<file path="src/rtl/panel_seq_pkg.sv">
package panel_seq_pkg;

  localparam int ROM_AW    = 5;
  localparam int SHUT_BASE = 24;

  // one script step: end-of-script, millisecond hold after, last word of write, 9-bit word
  typedef struct packed {
    logic       eos;
    logic       hold;
    logic       last;
    logic [8:0] word;
  } step_t;

  function automatic step_t mk(input logic e, input logic h, input logic l,
                               input logic par, input logic [7:0] b);
    step_t s;
    s.eos  = e;
    s.hold = h;
    s.last = l;
    s.word = {par, b};
    return s;
  endfunction

  // script ROM: start script at 0, stop script at SHUT_BASE
  function automatic step_t script_rom(input logic [ROM_AW-1:0] a);
    case (a)
      5'd0, 5'd1, 5'd2: return mk(1'b0, 1'b1, 1'b1, 1'b0, 8'h00);
      5'd3:  return mk(1'b0, 1'b0, 1'b0, 1'b0, 8'hB0);
      5'd4:  return mk(1'b0, 1'b0, 1'b1, 1'b1, 8'h17);
      5'd5:  return mk(1'b0, 1'b0, 1'b0, 1'b0, 8'hBC);
      5'd6:  return mk(1'b0, 1'b0, 1'b1, 1'b1, 8'h80);
      5'd7:  return mk(1'b0, 1'b0, 1'b0, 1'b0, 8'h3B);
      5'd8:  return mk(1'b0, 1'b0, 1'b1, 1'b1, 8'h00);
      5'd9:  return mk(1'b0, 1'b0, 1'b0, 1'b0, 8'hB0);
      5'd10: return mk(1'b0, 1'b0, 1'b1, 1'b1, 8'h16);
      5'd11: return mk(1'b0, 1'b0, 1'b0, 1'b0, 8'hB8);
      5'd12: return mk(1'b0, 1'b0, 1'b0, 1'b1, 8'hFF);
      5'd13: return mk(1'b0, 1'b0, 1'b1, 1'b1, 8'hF9);
      5'd14: return mk(1'b0, 1'b0, 1'b1, 1'b0, 8'h11);
      5'd15: return mk(1'b0, 1'b0, 1'b0, 1'b0, 8'hBA);
      5'd16: return mk(1'b0, 1'b0, 1'b1, 1'b1, 8'h01);
      5'd17: return mk(1'b0, 1'b0, 1'b0, 1'b0, 8'h3A);
      5'd18: return mk(1'b0, 1'b0, 1'b1, 1'b1, 8'h60);
      5'd19: return mk(1'b0, 1'b0, 1'b0, 1'b0, 8'hEC);
      5'd20: return mk(1'b0, 1'b0, 1'b0, 1'b1, 8'h01);
      5'd21: return mk(1'b0, 1'b0, 1'b1, 1'b1, 8'hF0);
      5'd22: return mk(1'b1, 1'b0, 1'b1, 1'b0, 8'h29);
      5'd24: return mk(1'b0, 1'b0, 1'b1, 1'b0, 8'h28);
      5'd25: return mk(1'b0, 1'b0, 1'b0, 1'b0, 8'hB8);
      5'd26: return mk(1'b0, 1'b0, 1'b0, 1'b1, 8'h80);
      5'd27: return mk(1'b0, 1'b0, 1'b1, 1'b1, 8'h02);
      5'd28: return mk(1'b0, 1'b0, 1'b1, 1'b0, 8'h10);
      5'd29: return mk(1'b0, 1'b0, 1'b0, 1'b0, 8'hB0);
      5'd30: return mk(1'b1, 1'b0, 1'b1, 1'b1, 8'h00);
      default: return mk(1'b1, 1'b0, 1'b1, 1'b0, 8'h00);
    endcase
  endfunction

endpackage

</file>
<file path="src/rtl/panel_seq_gap.sv">
module panel_seq_gap #(
  parameter int CYCLES = 50000
) (
  input  logic clk,
  input  logic rst,
  input  logic clr,
  input  logic go,
  output logic done
);
  localparam int CW = $clog2(CYCLES + 1);

  logic [CW-1:0] cnt;
  logic          run;

  always_ff @(posedge clk) begin
    if (rst || clr) begin
      cnt  <= '0;
      run  <= 1'b0;
      done <= 1'b0;
    end else begin
      done <= 1'b0;
      if (go) begin
        run <= 1'b1;
        cnt <= '0;
      end else if (run) begin
        if (cnt == CW'(CYCLES - 1)) begin
          run  <= 1'b0;
          done <= 1'b1;
        end else begin
          cnt <= cnt + 1'b1;
        end
      end
    end
  end

  // the wait completes only after the counter has been running
  assert_gap_ends_R6: assert property (@(posedge clk) disable iff (rst)
    done |-> !run);

endmodule

</file>
<file path="src/rtl/panel_seq_spi.sv">
module panel_seq_spi #(
  parameter int SCLK_HALF = 4
) (
  input  logic       clk,
  input  logic       rst,
  input  logic       kill,
  input  logic       go,
  input  logic [8:0] word,
  input  logic       last,
  output logic       sclk,
  output logic       mosi,
  output logic       cs_n,
  output logic       done
);
  localparam int DW = $clog2(SCLK_HALF + 1);

  typedef enum logic [2:0] {T_IDLE, T_LEAD, T_LOW, T_HIGH, T_TAIL} tx_st_t;

  tx_st_t        st;
  logic [DW-1:0] divc;
  logic [3:0]    bitc;
  logic [8:0]    sh;
  logic          last_q;
  logic          half_end;

  assign half_end = (divc == DW'(SCLK_HALF - 1));

  always_ff @(posedge clk) begin
    if (rst || kill) begin
      st     <= T_IDLE;
      divc   <= '0;
      bitc   <= '0;
      sh     <= '0;
      last_q <= 1'b0;
      sclk   <= 1'b1;
      mosi   <= 1'b0;
      cs_n   <= 1'b1;
      done   <= 1'b0;
    end else begin
      done <= 1'b0;
      if (st == T_IDLE) begin
        if (go) begin
          cs_n   <= 1'b0;
          sh     <= word;
          mosi   <= word[8];
          last_q <= last;
          divc   <= '0;
          bitc   <= '0;
          st     <= T_LEAD;
        end
      end else if (!half_end) begin
        divc <= divc + 1'b1;
      end else begin
        divc <= '0;
        case (st)
          T_LEAD: begin
            sclk <= 1'b0;
            st   <= T_LOW;
          end
          T_LOW: begin
            sclk <= 1'b1;
            st   <= T_HIGH;
          end
          T_HIGH: begin
            if (bitc == 4'd8) begin
              st <= T_TAIL;
            end else begin
              bitc <= bitc + 1'b1;
              sh   <= {sh[7:0], 1'b0};
              mosi <= sh[7];
              sclk <= 1'b0;
              st   <= T_LOW;
            end
          end
          default: begin
            if (last_q) cs_n <= 1'b1;
            done <= 1'b1;
            st   <= T_IDLE;
          end
        endcase
      end
    end
  end

  // clock parks high whenever the panel is deselected
  assert_idle_high_R2: assert property (@(posedge clk) disable iff (rst)
    cs_n |-> sclk);

  // data is steady across each rising clock edge
  assert_setup_R2: assert property (@(posedge clk) disable iff (rst)
    $rose(sclk) |-> $stable(mosi));

  // a word completes with the clock back high after its ninth bit
  assert_word_end_R1: assert property (@(posedge clk) disable iff (rst)
    done |-> sclk);

endmodule

</file>
<file path="src/rtl/panel_seq.sv">
module panel_seq
  import panel_seq_pkg::*;
#(
  parameter int CLK_HZ    = 50_000_000,
  parameter int SCLK_HALF = 4
) (
  input  logic clk,
  input  logic rst,
  input  logic start_req,
  input  logic stop_req,
  input  logic link_fault,
  output logic sclk,
  output logic mosi,
  output logic cs_n,
  output logic busy,
  output logic done,
  output logic err
);
  localparam int MS_RAW    = CLK_HZ / 1000;
  localparam int MS_CYCLES = (MS_RAW < 1) ? 1 : MS_RAW;

  typedef enum logic [2:0] {S_IDLE, S_FETCH, S_ISSUE, S_SEND, S_GAP} seq_st_t;

  seq_st_t           st;
  logic [ROM_AW-1:0] ptr;
  step_t             step_q;
  logic              rphase;
  logic              tx_go;
  logic              tx_done;
  logic              gap_go;
  logic              gap_done;
  logic              abort;

  assign abort = (st != S_IDLE) && rphase && link_fault;

  always_ff @(posedge clk) begin
    if (rst) begin
      st     <= S_IDLE;
      ptr    <= '0;
      step_q <= '0;
      rphase <= 1'b0;
      busy   <= 1'b0;
      done   <= 1'b0;
      err    <= 1'b0;
      tx_go  <= 1'b0;
      gap_go <= 1'b0;
    end else begin
      done   <= 1'b0;
      tx_go  <= 1'b0;
      gap_go <= 1'b0;
      if (abort) begin
        st     <= S_IDLE;
        busy   <= 1'b0;
        err    <= 1'b1;
        rphase <= 1'b0;
      end else begin
        case (st)
          S_IDLE: begin
            if (start_req || stop_req) begin
              ptr    <= start_req ? '0 : ROM_AW'(SHUT_BASE);
              rphase <= start_req;
              busy   <= 1'b1;
              err    <= 1'b0;
              st     <= S_FETCH;
            end
          end
          S_FETCH: begin
            step_q <= script_rom(ptr);
            st     <= S_ISSUE;
          end
          S_ISSUE: begin
            tx_go <= 1'b1;
            if (!step_q.hold) rphase <= 1'b0;
            st <= S_SEND;
          end
          S_SEND: begin
            if (tx_done) begin
              if (step_q.eos) begin
                st   <= S_IDLE;
                busy <= 1'b0;
                done <= 1'b1;
              end else if (step_q.hold) begin
                gap_go <= 1'b1;
                st     <= S_GAP;
              end else begin
                ptr <= ptr + 1'b1;
                st  <= S_FETCH;
              end
            end
          end
          default: begin
            if (gap_done) begin
              ptr <= ptr + 1'b1;
              st  <= S_FETCH;
            end
          end
        endcase
      end
    end
  end

  panel_seq_spi #(.SCLK_HALF(SCLK_HALF)) u_spi (
    .clk  (clk),
    .rst  (rst),
    .kill (abort),
    .go   (tx_go),
    .word (step_q.word),
    .last (step_q.last),
    .sclk (sclk),
    .mosi (mosi),
    .cs_n (cs_n),
    .done (tx_done)
  );

  panel_seq_gap #(.CYCLES(MS_CYCLES)) u_gap (
    .clk  (clk),
    .rst  (rst),
    .clr  (abort),
    .go   (gap_go),
    .done (gap_done)
  );

  // completion is a single-cycle pulse
  assert_done_pulse_R10: assert property (@(posedge clk) disable iff (rst)
    done |=> !done);

  // busy has already dropped when done is shown
  assert_done_idle_R10: assert property (@(posedge clk) disable iff (rst)
    done |-> !busy);

  // after an abort the panel stays deselected
  assert_err_quiet_R8: assert property (@(posedge clk) disable iff (rst)
    err |-> cs_n);

  // a running script keeps running when a new request arrives without a fault
  assert_ignore_req_R9: assert property (@(posedge clk) disable iff (rst)
    (busy && !done && (st != S_SEND) && (st != S_IDLE) && !abort) |=> busy);

endmodule

</file>
<file path="config.mk">
export PLATFORM = sky130hd
export DESIGN_NAME = panel_seq
export DESIGN_NICKNAME = d
export VERILOG_FILES = /design/src/rtl/panel_seq_pkg.sv /design/src/rtl/panel_seq_gap.sv /design/src/rtl/panel_seq_spi.sv /design/src/rtl/panel_seq.sv
export SDC_FILE = /design/constraint.sdc
export NUM_CORES = 1
export LEC_CHECK = 0
export BUFFER_PORTS_ARGS = -buffer_cell sky130_fd_sc_hd__buf_2
export CORE_MARGIN = 2
export CORE_UTILIZATION = 60
export CTS_CLUSTER_SIZE = 12
export DETAILED_ROUTE_END_ITERATION = 16
export PLACE_DENSITY = 0.77
export SLEW_MARGIN = 20
export SYNTH_ARGS = -nofsm -noshare
export SYNTH_HDL_FRONTEND = slang
export SYNTH_SLANG_ARGS = --single-unit
</file>
<file path="constraint.sdc">
create_clock -name clk -period 2.4 [get_ports clk]
set_input_delay 0.48 -clock clk [delete_from_list [all_inputs] [get_ports clk]]
set_output_delay 0.48 -clock clk [all_outputs]
set_load 0.01 [all_outputs]
</file>
==> results of run 1 <==
==> power breakdown <==
| group | internal, mW | leakage [nW] | switching, mW |
|---|---|---|---|
| logic | 0.495 | 0.724 | 0.664 |
| registers | 1.27 | 0.544 | 0.193 |
| clock network | 0.503 | 0.0991 | 0.418 |
| total | 2.27 | 1.37 | 1.28 |
==> flip-flops by register name, summed over array words and instances, names as in the netlist, 3 cells and up <==
| name | count |
|---|---|
| ptr | 5 |
| u_spi.sh | 8 |
| u_spi.divc | 3 |
| u_gap.cnt | 16 |
| step_q | 12 |
| st | 3 |
| u_spi.bitc | 4 |
| u_spi.st | 3 |
==> worst max-delay path by stage <==
stage,from,end,slack [ns],depth (start not counted)
2_1_floorplan,ptr[0]$_SDFFE_PP0P_,step_q[5]$_SDFFE_PP0P_,0.35,7
3_3_place_gp,u_spi.divc[0]$_SDFFE_PP0P_,u_spi.sh[3]$_SDFFE_PP0P_,0.47,5
3_5_place_dp,u_spi.divc[0]$_SDFFE_PP0P_,u_spi.sh[1]$_SDFFE_PP0P_,0.35,5
4_1_cts,u_spi.divc[0]$_SDFFE_PP0P_,u_spi.sh[1]$_SDFFE_PP0P_,0.26,5
5_1_grt,u_spi.divc[0]$_SDFFE_PP0P_,u_spi.bitc[3]$_SDFFE_PP0P_,0.18,5
6_report,u_spi.divc[0]$_SDFFE_PP0P_,u_spi.bitc[3]$_SDFFE_PP0P_,0.38,5
==> kinds of logic after synthesis <==
family	after synthesis	share of synthesized area
flops	67	0.363
compound gates	107	0.200
buf+inv	46	0.0548
mux	23	0.0660
xor+xnor	9	0.0213
simple gates	170	0.247
fa+ha+maj	14	0.0474
==> per-stage QoR <==
| step | area [um^2] | hold WS, ns | utilization |
|---|---|---|---|
| finish | 3950 | 0.418 | 0.667 |
| global route | 3950 | 0.398 | 0.667 |
| CTS | 3950 | 0.399 | 0.667 |
| detailed placement | 3750 | 0.447 | 0.634 |
| global placement | 3750 | 0.441 | 0.634 |
| floorplan | 3700 | 0.424 | - |
==> worst reg2reg max path, delay by kind of cell (launching register included) <==
kind                       cells  cell delay [ns]
adders and majority gates      1             0.21
AOI/OAI and AO/OA              1             0.28
DFF                            1             0.37
and+or+nand+nor                3             1.10
==> layer usage <==
metal  vias up  GRT usage  part of all wire
met5         -          0                 0
met4         0     0.0617            0.0084
met3         7     0.0620             0.034
met2        58      0.363              0.47
met1      1465      0.316              0.49
li1       1590          -                 -
==> placed cells by master, fill, tap and decap left out, types with 3 or more instances in the layout <==
master and count:
a21o_1 3, buf_2 10, o21ai_0 16, nand3b_1 3, o211ai_1 4, o21a_1 3
clkinv_2 3, xor2_1 4, mux2i_1 21, o32ai_1 3, nand3_1 15, nor2_1 45
a31oi_1 3, a311oi_1 3, nand2b_1 13, nand4_1 10, dfxtp_1 67, a221oi_1 3
nor3_1 13, a211oi_1 14, or3_1 10, a21oi_1 30, nor2b_1 4, inv_1 15
and3_1 6, ha_1 14, buf_4 8, xnor2_1 5, clkbuf_8 10, o21bai_1 3
nor4_1 4, nand2_1 29
==> final cells by class <==
cell class	count	area, um^2
multi-input combinational	323	2150
timing repair buffer	18	110
fill	483	1970
clock buffer	11	141
tap	75	93.8
inverter	15	56.3
clock inverter	5	52.6
sequential	67	1340
==> results.json, run 1 <==
{
  "outcome": "finished clean",
  "coreArea_um2": 5920,
  "gr-total-overflow": 0,
  "area_growth_pct": 6.84,
  "synth-seq-cells": 67,
  "cp.required_ns": 2.68,
  "yosysWarnings": 0,
  "wl_per_cell_um": 14.9,
  "clockBufferDepth": 2,
  "final_nets": 453,
  "worstMarginPinSlew_ns": 0.733,
  "fin_skew_ns": 0.00802,
  "finalNonFillerCells": 514,
  "cap_violations": 0,
  "drc": 0,
  "ff2ff_setup_slack_ns": 0.38,
  "cp_max_fo": 6,
  "cts_buffers": 9,
  "holdPathStages": 3,
  "grt_max_degree": 29,
  "start_util": 0.624,
  "setup-tns-final_ns": 0,
  "drtAntennaViolNets": 0,
  "post-place-ws_ns": 0.349,
  "cts_resized": 0,
  "r2r_end": "u_spi.bitc[3]$_SDFFE_PP0P_",
  "htree_num_levels": 3,
  "power_mw": 3.55,
  "fmax_ghz": 0.494,
  "clk_pin_slew_ns": 0.07,
  "placed_cells": 498,
  "avgSynthCellArea_um2": 8.48,
  "min_path_type": "primary input to flop",
  "wl_um": 7660,
  "gp_congestion": 0.900,
  "die_h_um": 82.5,
  "die_w_um": 82.5,
  "die_area_um2": 6800,
  "root_buffer": "clkbuf_8",
  "drt_iter0_drc": 163,
  "grt_pass1_vias": 2583,
  "cts.sinks": 67,
  "synth_flop_cell": "dfxtp_1",
  "holdBufCountCts": 0,
  "drv_slew": 0,
  "synth_cell_types": 66,
  "finalSetupViolCount": 0,
  "worst_path_largest_cell_delay_ns": 0.52,
  "cellPowerDensity_nw_per_um2": 898,
  "syn_nets": 455,
  "vias_per_cell": 6.07,
  "diodes": 0,
  "synth_edf_count": 0,
  "vias": 3120,
  "cts_tree": "yes",
  "cp_num_buf_inv": 0,
  "setup_ws_ns": 0.378,
  "synth.largest_area_cell": "dfxtp_1",
  "hp-start": "start_req",
  "hold_viol": 0,
  "synthArstFlopShare": 0,
  "syn_area_um2": 3700,
  "path_cells": "ha_1 -> nor3b_1 -> a41oi_1 -> or4b_1 -> nand2_1",
  "synthTopCellsByCount": "dfxtp_1 (67), nor2_1 (45), a21oi_1 (30), nand2_1 (29), mux2i_1 (21)",
  "cp-end-kind": "flop",
  "clk_latency_ns": 0.34,
  "r2r-start": "u_spi.divc[0]$_SDFFE_PP0P_",
  "hpwl_um": 5390,
  "r2r_cells": 5,
  "layout-drive-gt1-share": 0.109,
  "path_delay_family": "simple AND/OR/NAND/NOR gates",
  "worstHoldEndpoint": "rphase$_SDFFE_PP0P_",
  "synthCells": 436,
  "slew_headroom": 0.511,
  "postCtsSetupRepairBufs": 0,
  "ys_top_cells_by_area": "dfxtp_1 (36%), mux2i_1 (5.7%), ha_1 (4.7%)",
  "max-vdd-ir-drop_mv": 0.702,
  "period_needed_ns": 2.02,
  "antenna_found_initial": 0,
  "slowest_stage": "nor3b_1",
  "grt_pass1_wl_um": 12200,
  "crit_type": "flop to flop",
  "rsz0062_at_grt": "false",
  "pin_count": 11,
  "cp-start-kind": "flop",
  "rows": 28,
  "track_usage": 0.232,
  "yosys.area.top_type_share": 0.363,
  "power_leakage_nw": 1.37,
  "numPortBuffers": 10,
  "yosysMostFrequentCell": "dfxtp_1",
  "period_share": 0.843,
  "ys_seq_area_frac": 0.363,
  "first_pass_iters": 4,
  "cp.arrival_ns": 2.31
}
(Power assumes the default switching activity.)
==> inputs of run 2 (changes only) <==
--- a/config.mk
+++ b/config.mk
@@ -5,6 +5,7 @@
 export SDC_FILE = /design/constraint.sdc
 export NUM_CORES = 1
 export LEC_CHECK = 0
+export ABC_AREA = 1
 export BUFFER_PORTS_ARGS = -buffer_cell sky130_fd_sc_hd__buf_2
 export CORE_MARGIN = 2
 export CORE_UTILIZATION = 60
==> constraint.sdc (replaced) <==
create_clock -name clk -period 1.95 [get_ports clk]
set_input_delay 0.39 -clock clk [delete_from_list [all_inputs] [get_ports clk]]
set_output_delay 0.39 -clock clk [all_outputs]
set_load 0.01 [all_outputs]
==> results.json, run 2 <==
{
  "yosys.area.top_type_share": 0.350,
  "utilization": 0.663,
  "cp_common_cell": "inv_1",
  "cellPowerDensity_nw_per_um2": 1250,
  "cp-end-kind": "flop",
  "fmax_ghz": 0.567,
  "max-vdd-ir-drop_mv": 0.903,
  "path_cells": "inv_1 -> ha_1 -> inv_1 -> nand2_1 -> and3_1 -> o21ai_0 -> a21oi_1",
  "die_h_um": 84.0,
  "r2r_cells": 7,
  "clockBufferDepth": 2,
  "synth_edf_count": 0,
  "pin_count": 11,
  "outcome": "finished clean",
  "startpoint": "ptr[0]$_SDFFE_PP0P_",
  "fin_skew_ns": 0.0124,
  "ys_seq_area_frac": 0.350,
  "finalSetupViolCount": 0,
  "synth_cell_types": 40,
  "vias": 3569,
  "cap_violations": 0,
  "worstMarginPinSlew_ns": 0.435,
  "design_area_um2": 4160,
  "grtUsageMet1": 0.327,
  "synthTopCellsByCount": "nand2_1 (156), nor2_1 (79), dfxtp_1 (67), inv_1 (44)",
  "yosysWarnings": 0,
  "cts_tree": "yes",
  "synth_flop_cell": "dfxtp_1",
  "clk_pin_slew_ns": 0.07,
  "largest_reg_flops": 16,
  "postCtsSetupRepairBufs": 0,
  "setup-tns-final_ns": 0,
  "final_cell_mix": "nand2_1 (156), nor2_1 (79), dfxtp_1 (67)",
  "crit_end": "step_q[9]$_SDFFE_PP0P_",
  "drtAntennaViolNets": 0,
  "synthCells": 573,
  "ys_top_cells_by_area": "dfxtp_1 (35%), nand2_1 (15%), nor2_1 (7.7%)",
  "rsz0062_at_grt": "false",
  "drv_slew": 0,
  "worst_path_largest_cell_delay_ns": 0.46,
  "top_register": "u_gap.cnt",
  "period_needed_ns": 1.76,
  "gr-total-overflow": 0,
  "wl_um": 8220,
  "power_leakage_nw": 1.76,
  "vias_per_cell": 5.39,
  "cp.required_ns": 2.16,
  "clk_latency_ns": 0.34,
  "die_w_um": 84.0,
  "avgSynthCellArea_um2": 6.70,
  "antenna_found_initial": 0,
  "synth-seq-cells": 67,
  "cp_max_fo": 8,
  "diodes": 0,
  "ff2ff_setup_slack_ns": 0.19,
  "gp_congestion": 0.914,
  "period_share": 0.905,
  "grt_pass1_vias": 3218,
  "track_usage": 0.242,
  "final_common_cell": "nand2_1",
  "syn_area_um2": 3840,
  "largest_registers": "u_gap.cnt x16, step_q x12, u_spi.sh x8",
  "cp-start-kind": "flop",
  "grt_max_degree": 20,
  "cp.arrival_ns": 1.98,
  "synthArstFlopShare": 0,
  "drt_iter0_drc": 216,
  "layout-drive-gt1-share": 0.116,
  "grtUsageMet2": 0.393,
  "drc": 0,
  "area_growth_pct": 8.38,
  "use_met3": 0.0495,
  "hold_viol": 0,
  "synth.largest_area_cell": "dfxtp_1",
  "yosysMostFrequentCell": "nand2_1",
  "die_area_um2": 7050,
  "hpwl_um": 6000,
  "slew_headroom": 0.710,
  "min_path_type": "primary input to flop",
  "r2r_end": "step_q[9]$_SDFFE_PP0P_",
  "cts.sinks": 67,
  "grt_pass1_wl_um": 14100,
  "slowest_stage": "dfxtp_1",
  "busiest_layer": "met2",
  "holdBufCountCts": 0,
  "start_util": 0.611,
  "htree_num_levels": 3,
  "first_pass_iters": 5,
  "wl_per_cell_um": 12.4,
  "cts_resized": 0,
  "root_buffer": "clkbuf_8",
  "r2r-start": "ptr[0]$_SDFFE_PP0P_",
  "syn_nets": 592,
  "cts_buffers": 9,
  "numPortBuffers": 10,
  "rows": 29,
  "coreArea_um2": 6280,
  "crit_type": "flop to flop",
  "dpl_cell_area_um2": 3910,
  "final_nets": 599
}
==> run 2: metal layers <==
metal	wire [um]	part of all wire	vias to the layer above
met2	3870	0.47	84
li1	-	-	1868
met4	72	0.0088	0
met1	3940	0.48	1610
met3	337	0.041	7
met5	0	0	-
==> run 2: metrics by stage <==
stage          hold slack [ns]  cells  total power [mW]  worst slack, ns
3_3_place_gp             0.453    646              3.74            0.235
3_5_place_dp             0.454    646              3.78            0.214
4_1_cts                  0.354    662              5.21            0.188
2_1_floorplan            0.439    573              3.38            0.372
6_report                 0.361    662              5.21            0.185
5_1_grt                  0.369    662              5.61           0.0189
==> run 2: final cells by class <==
cell class,instances,area (um^2)
Multi-Input combinational cell,435,2180
Timing Repair Buffer,17,103
Fill cell,548,2120
Tap cell,77,96.3
Sequential cell,67,1340
Inverter,50,190
Clock buffer,10,138
Clock inverter,6,113
==> run 2: kinds of logic after synthesis <==
group,after synthesis,share of synthesized area
and+or+nand+nor,306,0.342
AOI/OAI and AO/OA,105,0.157
buffers and inverters,71,0.0828
DFF,67,0.350
adders and majority gates,14,0.0456
xor gates and xnor gates,10,0.0228
==> run 2: how the worst min path moves through the flow <==
stage,start,endpoint,slack [ns],depth (start not counted)
2_1_floorplan,u_spi.sh[0]$_SDFFE_PP0P_,u_spi.sh[0]$_SDFFE_PP0P_,0.44,2
3_3_place_gp,step_q[0]$_SDFFE_PP0P_,u_spi.sh[0]$_SDFFE_PP0P_,0.45,2
3_5_place_dp,u_spi.divc[2]$_SDFFE_PP0P_,u_spi.divc[2]$_SDFFE_PP0P_,0.45,2
4_1_cts,rst,step_q[11]$_SDFFE_PP0P_,0.35,2
5_1_grt,rst,step_q[11]$_SDFFE_PP0P_,0.37,2
6_report,rst,step_q[11]$_SDFFE_PP0P_,0.36,2
==> run 2: critical path: cells and delay by family, from the launching register on <==
kind / cells / cell delay, ns
buf+inv: 2 / 0.30
simple gates: 2 / 0.25
fa+ha+maj: 1 / 0.39
flops: 1 / 0.46
compound gates: 2 / 0.25
==> run 2: power breakdown <==
group	switching, mW	internal (mW)	leakage [nW]
sequential	0.211	1.63	0.544
clock	0.532	0.886	0.126
combinational	1.33	0.627	1.09
